**config.mk**
```make
export PLATFORM = sky130hd
export DESIGN_NAME = throttle_gate
export DESIGN_NICKNAME = d
export VERILOG_FILES = /design/src/rtl/thr_gate_pkg.sv /design/src/rtl/thr_window_ctr.sv /design/src/rtl/thr_cfg_latch.sv /design/src/rtl/thr_smi_edge.sv /design/src/rtl/throttle_gate.sv
export SDC_FILE = /design/constraint.sdc
export NUM_CORES = 1
export LEC_CHECK = 0
export ABC_AREA = 1
export BUFFER_PORTS_ARGS = -buffer_cell sky130_fd_sc_hd__buf_2
export CORE_AREA = 2 2 39 41
export DETAILED_ROUTE_END_ITERATION = 8
export DIE_AREA = 0 0 41 43
export GPL_ROUTABILITY_DRIVEN = 1
export PLACE_DENSITY = 0.71
export SLEW_MARGIN = 30
export SYNTH_ARGS = -nofsm -noshare
export SYNTH_HDL_FRONTEND = slang
export SYNTH_SLANG_ARGS = --single-unit
```
**constraint.sdc**
```tcl
create_clock -name clk -period 2.6 [get_ports clk]
set_clock_uncertainty 0.05 [all_clocks]
set_input_delay 0.52 -clock clk [delete_from_list [all_inputs] [get_ports clk]]
set_output_delay 0.52 -clock clk [all_outputs]
set_load 0.05 [all_outputs]
```
**src/rtl/thr_gate_pkg.sv**
```systemverilog
package thr_gate_pkg;

    // Gate states: FREE = not throttling, RUN = high part of window,
    // HALT = low part of window.
    typedef enum logic [1:0] {
        ST_FREE = 2'd0,
        ST_RUN  = 2'd1,
        ST_HALT = 2'd2
    } thr_state_t;

endpackage

```
**src/rtl/thr_window_ctr.sv**
```systemverilog
module thr_window_ctr #(
    parameter int POS_W = 3
) (
    input  logic             clk,
    input  logic             rst_n,
    input  logic             tick_i,
    output logic [POS_W-1:0] pos_o,
    output logic [POS_W-1:0] pos_nxt_o,
    output logic             wrap_o
);

    localparam logic [POS_W-1:0] POS_LAST = {POS_W{1'b1}};

    logic [POS_W-1:0] pos_q;

    // Position after the current edge; wraps naturally at 2**POS_W.
    always_comb begin
        pos_nxt_o = tick_i ? pos_q + 1'b1 : pos_q;
        wrap_o    = tick_i && (pos_q == POS_LAST);
    end

    always_ff @(posedge clk) begin
        if (!rst_n) begin
            pos_q <= '0;
        end else begin
            pos_q <= pos_nxt_o;
        end
    end

    assign pos_o = pos_q;

endmodule

```
**src/rtl/thr_cfg_latch.sv**
```systemverilog
module thr_cfg_latch #(
    parameter int CODE_W = 3
) (
    input  logic              clk,
    input  logic              rst_n,
    input  logic              load_i,
    input  logic              en_i,
    input  logic [CODE_W-1:0] code_i,
    output logic              act_en_o,
    output logic [CODE_W-1:0] act_code_o,
    output logic              nxt_en_o,
    output logic [CODE_W-1:0] nxt_code_o
);

    logic              en_q;
    logic [CODE_W-1:0] code_q;

    // Settings that apply after this edge: new ones only at a boundary.
    always_comb begin
        nxt_en_o   = load_i ? en_i   : en_q;
        nxt_code_o = load_i ? code_i : code_q;
    end

    always_ff @(posedge clk) begin
        if (!rst_n) begin
            en_q   <= 1'b0;
            code_q <= '0;
        end else begin
            en_q   <= nxt_en_o;
            code_q <= nxt_code_o;
        end
    end

    assign act_en_o   = en_q;
    assign act_code_o = code_q;

endmodule

```
**src/rtl/thr_smi_edge.sv**
```systemverilog
module thr_smi_edge (
    input  logic clk,
    input  logic rst_n,
    input  logic en_i,
    input  logic arm_i,
    output logic pulse_o
);

    logic en_prev_q;
    logic pulse_q;

    always_ff @(posedge clk) begin
        if (!rst_n) begin
            en_prev_q <= 1'b0;
            pulse_q   <= 1'b0;
        end else begin
            en_prev_q <= en_i;
            pulse_q   <= arm_i && en_i && !en_prev_q;
        end
    end

    assign pulse_o = pulse_q;

endmodule

```
**src/rtl/throttle_gate.sv**
```systemverilog
module throttle_gate
    import thr_gate_pkg::*;
(
    input  logic       clk,
    input  logic       rst_n,
    input  logic       tick_i,
    input  logic       thr_en_i,
    input  logic [2:0] duty_i,
    input  logic       smi_on_thr_i,
    output logic       clk_en_o,
    output logic       smi_req_o
);

    localparam int POS_W  = 3;
    localparam int CODE_W = POS_W;
    localparam logic [CODE_W-1:0] CODE_RSVD = '0;

    logic [POS_W-1:0]  pos;
    logic [POS_W-1:0]  pos_nxt;
    logic              wrap;
    logic              act_en;
    logic [CODE_W-1:0] act_code;
    logic              nxt_en;
    logic [CODE_W-1:0] nxt_code;
    logic              nxt_throttle;
    logic              nxt_in_high;

    thr_state_t state_q;
    thr_state_t state_d;

    thr_window_ctr #(.POS_W(POS_W)) u_win (
        .clk       (clk),
        .rst_n     (rst_n),
        .tick_i    (tick_i),
        .pos_o     (pos),
        .pos_nxt_o (pos_nxt),
        .wrap_o    (wrap)
    );

    thr_cfg_latch #(.CODE_W(CODE_W)) u_cfg (
        .clk        (clk),
        .rst_n      (rst_n),
        .load_i     (wrap),
        .en_i       (thr_en_i),
        .code_i     (duty_i),
        .act_en_o   (act_en),
        .act_code_o (act_code),
        .nxt_en_o   (nxt_en),
        .nxt_code_o (nxt_code)
    );

    thr_smi_edge u_smi (
        .clk     (clk),
        .rst_n   (rst_n),
        .en_i    (thr_en_i),
        .arm_i   (smi_on_thr_i),
        .pulse_o (smi_req_o)
    );

    // Throttling requires the enable and a non-reserved code.
    always_comb begin
        nxt_throttle = nxt_en && (nxt_code != CODE_RSVD);
        nxt_in_high  = pos_nxt < nxt_code;
    end

    // Next state: moves only on a tick.
    always_comb begin
        state_d = state_q;
        if (tick_i) begin
            unique case (state_q)
                ST_FREE: begin
                    // FREE->RUN when a boundary loads a throttling setting.
                    if (nxt_throttle) state_d = nxt_in_high ? ST_RUN : ST_HALT;
                end
                ST_RUN: begin
                    // RUN->HALT at the duty position; RUN->FREE on unload.
                    if (!nxt_throttle)    state_d = ST_FREE;
                    else if (!nxt_in_high) state_d = ST_HALT;
                end
                ST_HALT: begin
                    // HALT->RUN when a new window starts.
                    if (!nxt_throttle)    state_d = ST_FREE;
                    else if (nxt_in_high) state_d = ST_RUN;
                end
                default: state_d = ST_FREE;
            endcase
        end
    end

    always_ff @(posedge clk) begin
        if (!rst_n) begin
            state_q <= ST_FREE;
        end else begin
            state_q <= state_d;
        end
    end

    // Output decode.
    always_comb begin
        clk_en_o = (state_q != ST_HALT);
    end

endmodule

```
**Word-level counts from Yosys, hierarchy flattened**

Index checks and enable logic that the tools add are counted.

- Output and inout bits: 2
- Register bits after elaboration: 11
- Word-level logic and storage cells: 33

- Add/sub/neg operators: 1
- Eq/ne operators: 7
- Mux-type cells: 10
- Reductions and logical operators: 8
- $lt $le $gt $ge: 1

Operators with widths:

| cell | number |
|---|---|
| $mux W2 | 6 |
| $mux W3 | 2 |
| $ne A3 B3 Y1 const B | 2 |
| $pmux W2 S3 | 1 |
| $logic_and A1 B1 Y1 | 4 |
| $ne A2 B2 Y1 const B | 2 |
| $reduce_and A4 Y1 | 1 |
| $add A3 B1 Y3 const B | 1 |
| $eq A3 B3 Y1 const B | 1 |
| $lt A3 B3 Y1 | 1 |
| $reduce_bool A3 Y1 | 1 |
| $eq A2 B1 Y1 const B | 1 |
| $eq A2 B2 Y1 const B | 1 |
| $logic_not A2 Y1 | 1 |
| $logic_not A1 Y1 | 1 |
| $mux W1 | 1 |

**Logic depth before layout (Yosys ltp)**

- Depth in word-level cells: 7
- Mapped depth: 16
- Gate-level depth less buffers: 16

**Hierarchy**

Synthesis repeated with hierarchy kept, for this count alone.

- Cells, all modules: 121
- Area total of the unflattened synthesis: 705.7 um^2

Modules (own cells, without submodules):

| module | instances | area an instance (um^2) | cells an instance |
|---|---|---|---|
| throttle_gate | 1 | 274.0 | 51 |
| thr_cfg_latch | 1 | 195.2 | 34 |
| thr_window_ctr | 1 | 177.7 | 29 |
| thr_smi_edge | 1 | 58.8 | 7 |

**Worst setup path after synthesis**

OpenSTA, ideal clock, no wires.

- Path kind: register to register
- Start point: reg u_win.pos_q[0] (netlist: u_win.pos_o[0])
- End point: reg state_q[0]
- Setup slack: 0.645 ns
- Data required time: 2.436 ns
- Data arrival time: 1.791 ns
- Buffers on the path: 0
- Stages on the path, launching flop included: 16
- Path through: dfxtp_1 -> ha_1 -> ha_1 -> nand2_4 -> nand2_1 -> nand2_1 -> ha_1 -> inv_1 -> a21oi_2 -> nand2_2 -> nand2_2 -> nand2_1 -> nand2_1 -> nand2_2 -> nor2_1 -> nor2_2

- Longest elaborated chain between the ends: 7

RTL lines:

| what | RTL line | RTL |
|---|---|---|
| start: declaration | thr_window_ctr.sv:14 | `logic [POS_W-1:0] pos_q;` |
| start signal: assignment | thr_window_ctr.sv:26 | `pos_q <= pos_nxt_o;` |
| parallel branches: the longest is 7 deep, another holds $add A3 B1 Y3 | -- |  |
| end signal: assignment | throttle_gate.sv:94 | `state_q <= state_d;` |
| end: declaration | throttle_gate.sv:28 | `thr_state_t state_q;` |

Several ways; the timed one is not identified. The select of a mux whose other input is x is not followed.
A chain may end at the register's enable or synchronous reset.

**Final worst setup path**

Same ends and word-level chain as after synthesis.

==> summary.txt <==
Worst setup path
  – Worst EP arrival: 2.23 ns
  – Peak fanout along the critical path: 6
  – Crit path kind: reg2reg
  – CP endpoint kind: flop
  – Required time of the critical path: 2.73 ns
  – Worst setup SP type: flop

GRT
  – Largest net degree at the start of global routing: 10
  – GR Util All Layers: 16.5%
  – Vias in the first global route: 507
  – First-pass GRT wire length: 1.96 mm
  – Grt ovf: 0
  – Antenna violations before repair: 0

Floorplan
  – Core Area: 1380 µm²
  – Die width: 41 µm
  – Die area: 1760 µm²
  – Die height: 43 µm
  – Initial Utilization: 47.8%
  – IO Count: 10
  – Rows: 14

Timing
  – Final Cycle Share: 80.7%
  – RSZ-0062 raised after global routing: false
  – Post-route setup slack: 0.503 ns
  – Hold slack: 0.346 ns
  – # setup viols final: 0
  – Total negative slack: 0 ns
  – Final Hold Fails: 0
  – Slew @ Worst Pin: 0.333 ns
  – Slew Viols, Final: 0
  – Max_slew headroom: 77.7%
  – Max Clk Rate: 477 MHz
  – Fin crit period: 2.10 ns

Layout
  – Area added between synthesis and finish: 12.3%
  – Commonest non-fill, non-tap cell in the layout: nand2_1
  – Fraction of final layout cells sized beyond drive strength 1: 26.1%
  – Inserted Diodes: 0
  – Nets: 123
  – Commonest cells after routing, fill and taps aside: nand2_1 (27), inv_1 (19), nor2_1 (11), dfxtp_1 (11), buf_2 (9)
  – Layout Cells excl Fill: 127

Drt
  – Pre-antenna DRT Iters: 4
  – Post-route ant nets: 0
  – DR vias: 584
  – DRC errors left: 0
  – DR iter-0 viols: 11
  – Vias per cell: 4.60
  – WL per Instance: 9.17 µm
  – Routed wire length: 1.17 mm

Synth
  – Largest family of logic cells by synthesized area: simple AND/OR/NAND/NOR gates
  – Yosys top cell area share: 33.3%
  – Post-synthesis compound-gate area fraction: 6.43%
  – Library cells used by synthesis: 16
  – Mapped Cells: 99
  – Synth Cell Area: 662 µm²
  – Post-Syn Area per Cell: 6.69 µm²
  – Seq/Total Area, Yosys: 33.3%
  – Mapped Nets: 110
  – Yosys reg bits: 11
  – Xor and xnor area share after synthesis: 0%
  – Synth Warn #: 0
  – Post-synthesis mux area share: 0%
  – Simple-gate share of the synthesized area: 41.2%
  – Dominant cells by area after synthesis: dfxtp_1 (33%), nand2_1 (15%), inv_1 (11%)
  – Adder-cell share of the synthesized area: 5.67%
  – Cell taking the most area after synthesis: dfxtp_1

Power
  – Cell leakage power: 0.426 nW
  – Pwr Density: 504 nW/µm²
  – Peak supply drop: 0.264 mV

Clock tree
  – PostCTS Resize Cnt: 0
  – Root Buffer: clkbuf_4
  – Max clock buf depth: 2
  – Hold Buf Count CTS: 0
  – H-tree levels: 1
  – Setup Buffers After CTS: 0
  – CTS clock-pin slew for the worst setup and hold paths: 0.08 ns
  – Clock sink count: 11
  – CTS buffer count: 3
  – CTS tree: done
  – Clock Latency Late Sink: 0.28 ns

Run status
  – Outcome: completed

Placed design
  – Worst slack at placement: 0.518 ns
  – Placed Cells: 123
  – IO buf count: 9
  – RD Place Congestion: 0.797
  – Detail Placement HPWL: 923 µm

Run
  – Max cap viols: 0

Min path
  – Hold Crit Class: reg2reg
-- worst max-delay path, stage by stage (launching register included) --
cell and delay, ns:
dfxtp_1 0.35, ha_1 0.15, ha_1 0.26, nand2_4 0.10
nand2_1 0.07, nand2_1 0.09, ha_1 0.28, inv_1 0.04
a21oi_2 0.10, nand2_2 0.08, nand2_2 0.06, nand2_1 0.04
nand2_1 0.06, nand2_2 0.07, nor2_1 0.12, nor2_2 0.05
-- worst paths after layout --
check,start,to,slack (ns),cells past startpoint
max,u_win.pos_o[0],state_q[0],0.50,15
max reg2reg,u_win.pos_o[0],state_q[0],0.50,15
min,u_smi.en_prev_q,u_smi.pulse_o,0.35,1
min reg2reg,u_smi.en_prev_q,u_smi.pulse_o,0.35,1
-- state kept, by name, summed over array words and instances (netlist names) --
signal / cells
u_win.pos_o: 3
u_smi.pulse_o: 1
u_cfg.act_en_o: 1
u_smi.en_prev_q: 1
u_cfg.act_code_o: 3
state_q: 2
-- per-stage QoR --
step | power [W] | utilization [%] | instance area (µm²)
after floorplan | 0.000239 | - | 662
after global placement | 0.000253 | 51.7 | 716
after detailed placement | 0.000254 | 51.7 | 716
after CTS | 0.000379 | 53.7 | 743
after global routing | 0.000393 | 53.7 | 743
final | 0.000374 | 53.7 | 743
-- report_power, final --
group	switching (W)	internal [W]	leakage [nW]
Combinational	0.0000459	0.0000234	0.319
Sequential	0.00000460	0.000176	0.0897
Clock	0.0000675	0.0000571	0.0177
Total	0.000118	0.000256	0.426
-- Yosys cell counts --
| master | n |
|---|---|
| ha_1 | 3 |
| nand3_1 | 8 |
| nor2_1 | 11 |
| o21a_1 | 1 |
| buf_6 | 1 |
| nand2_1 | 27 |
| nand2_4 | 1 |
| inv_1 | 19 |
| nand3_2 | 1 |
| nand2_2 | 8 |
| a21oi_2 | 1 |
| a21oi_1 | 2 |
| a21oi_4 | 1 |
| nor2_2 | 3 |
| inv_4 | 1 |
| dfxtp_1 | 11 |
-- cells by family (layout without fill, tap and decap cells) --
kind of cell             Yosys count  count (layout)
flip-flops                        11              11
AO/OA/AOI/OAI                      5               5
buffers and inverters             21              33
AND/OR/NAND/NOR                   59              59
adder cells (fa/ha/maj)            3               3
-- routing by layer --
layer | up-vias | share of wire, % | wire (µm) | track usage [%]
met3 | 3 | 5.4 | 63 | 4.71
met4 | 0 | 2.5 | 29 | 8.00
met5 | - | 0 | 0 | 0
met2 | 16 | 46 | 536 | 25.6
li1 | 320 | - | - | -
met1 | 245 | 46 | 535 | 19.9
-- area by class of cell --
cell class,count,area [µm²]
repair buffers,9,45.0
multi-input cells,67,353
well taps,16,20.0
flip-flops and latches,11,220
fillers,139,641
clock inverters,1,5.00
clock buffers,3,22.5
inverters,20,77.6
Power figures use the tool's default switching activity.
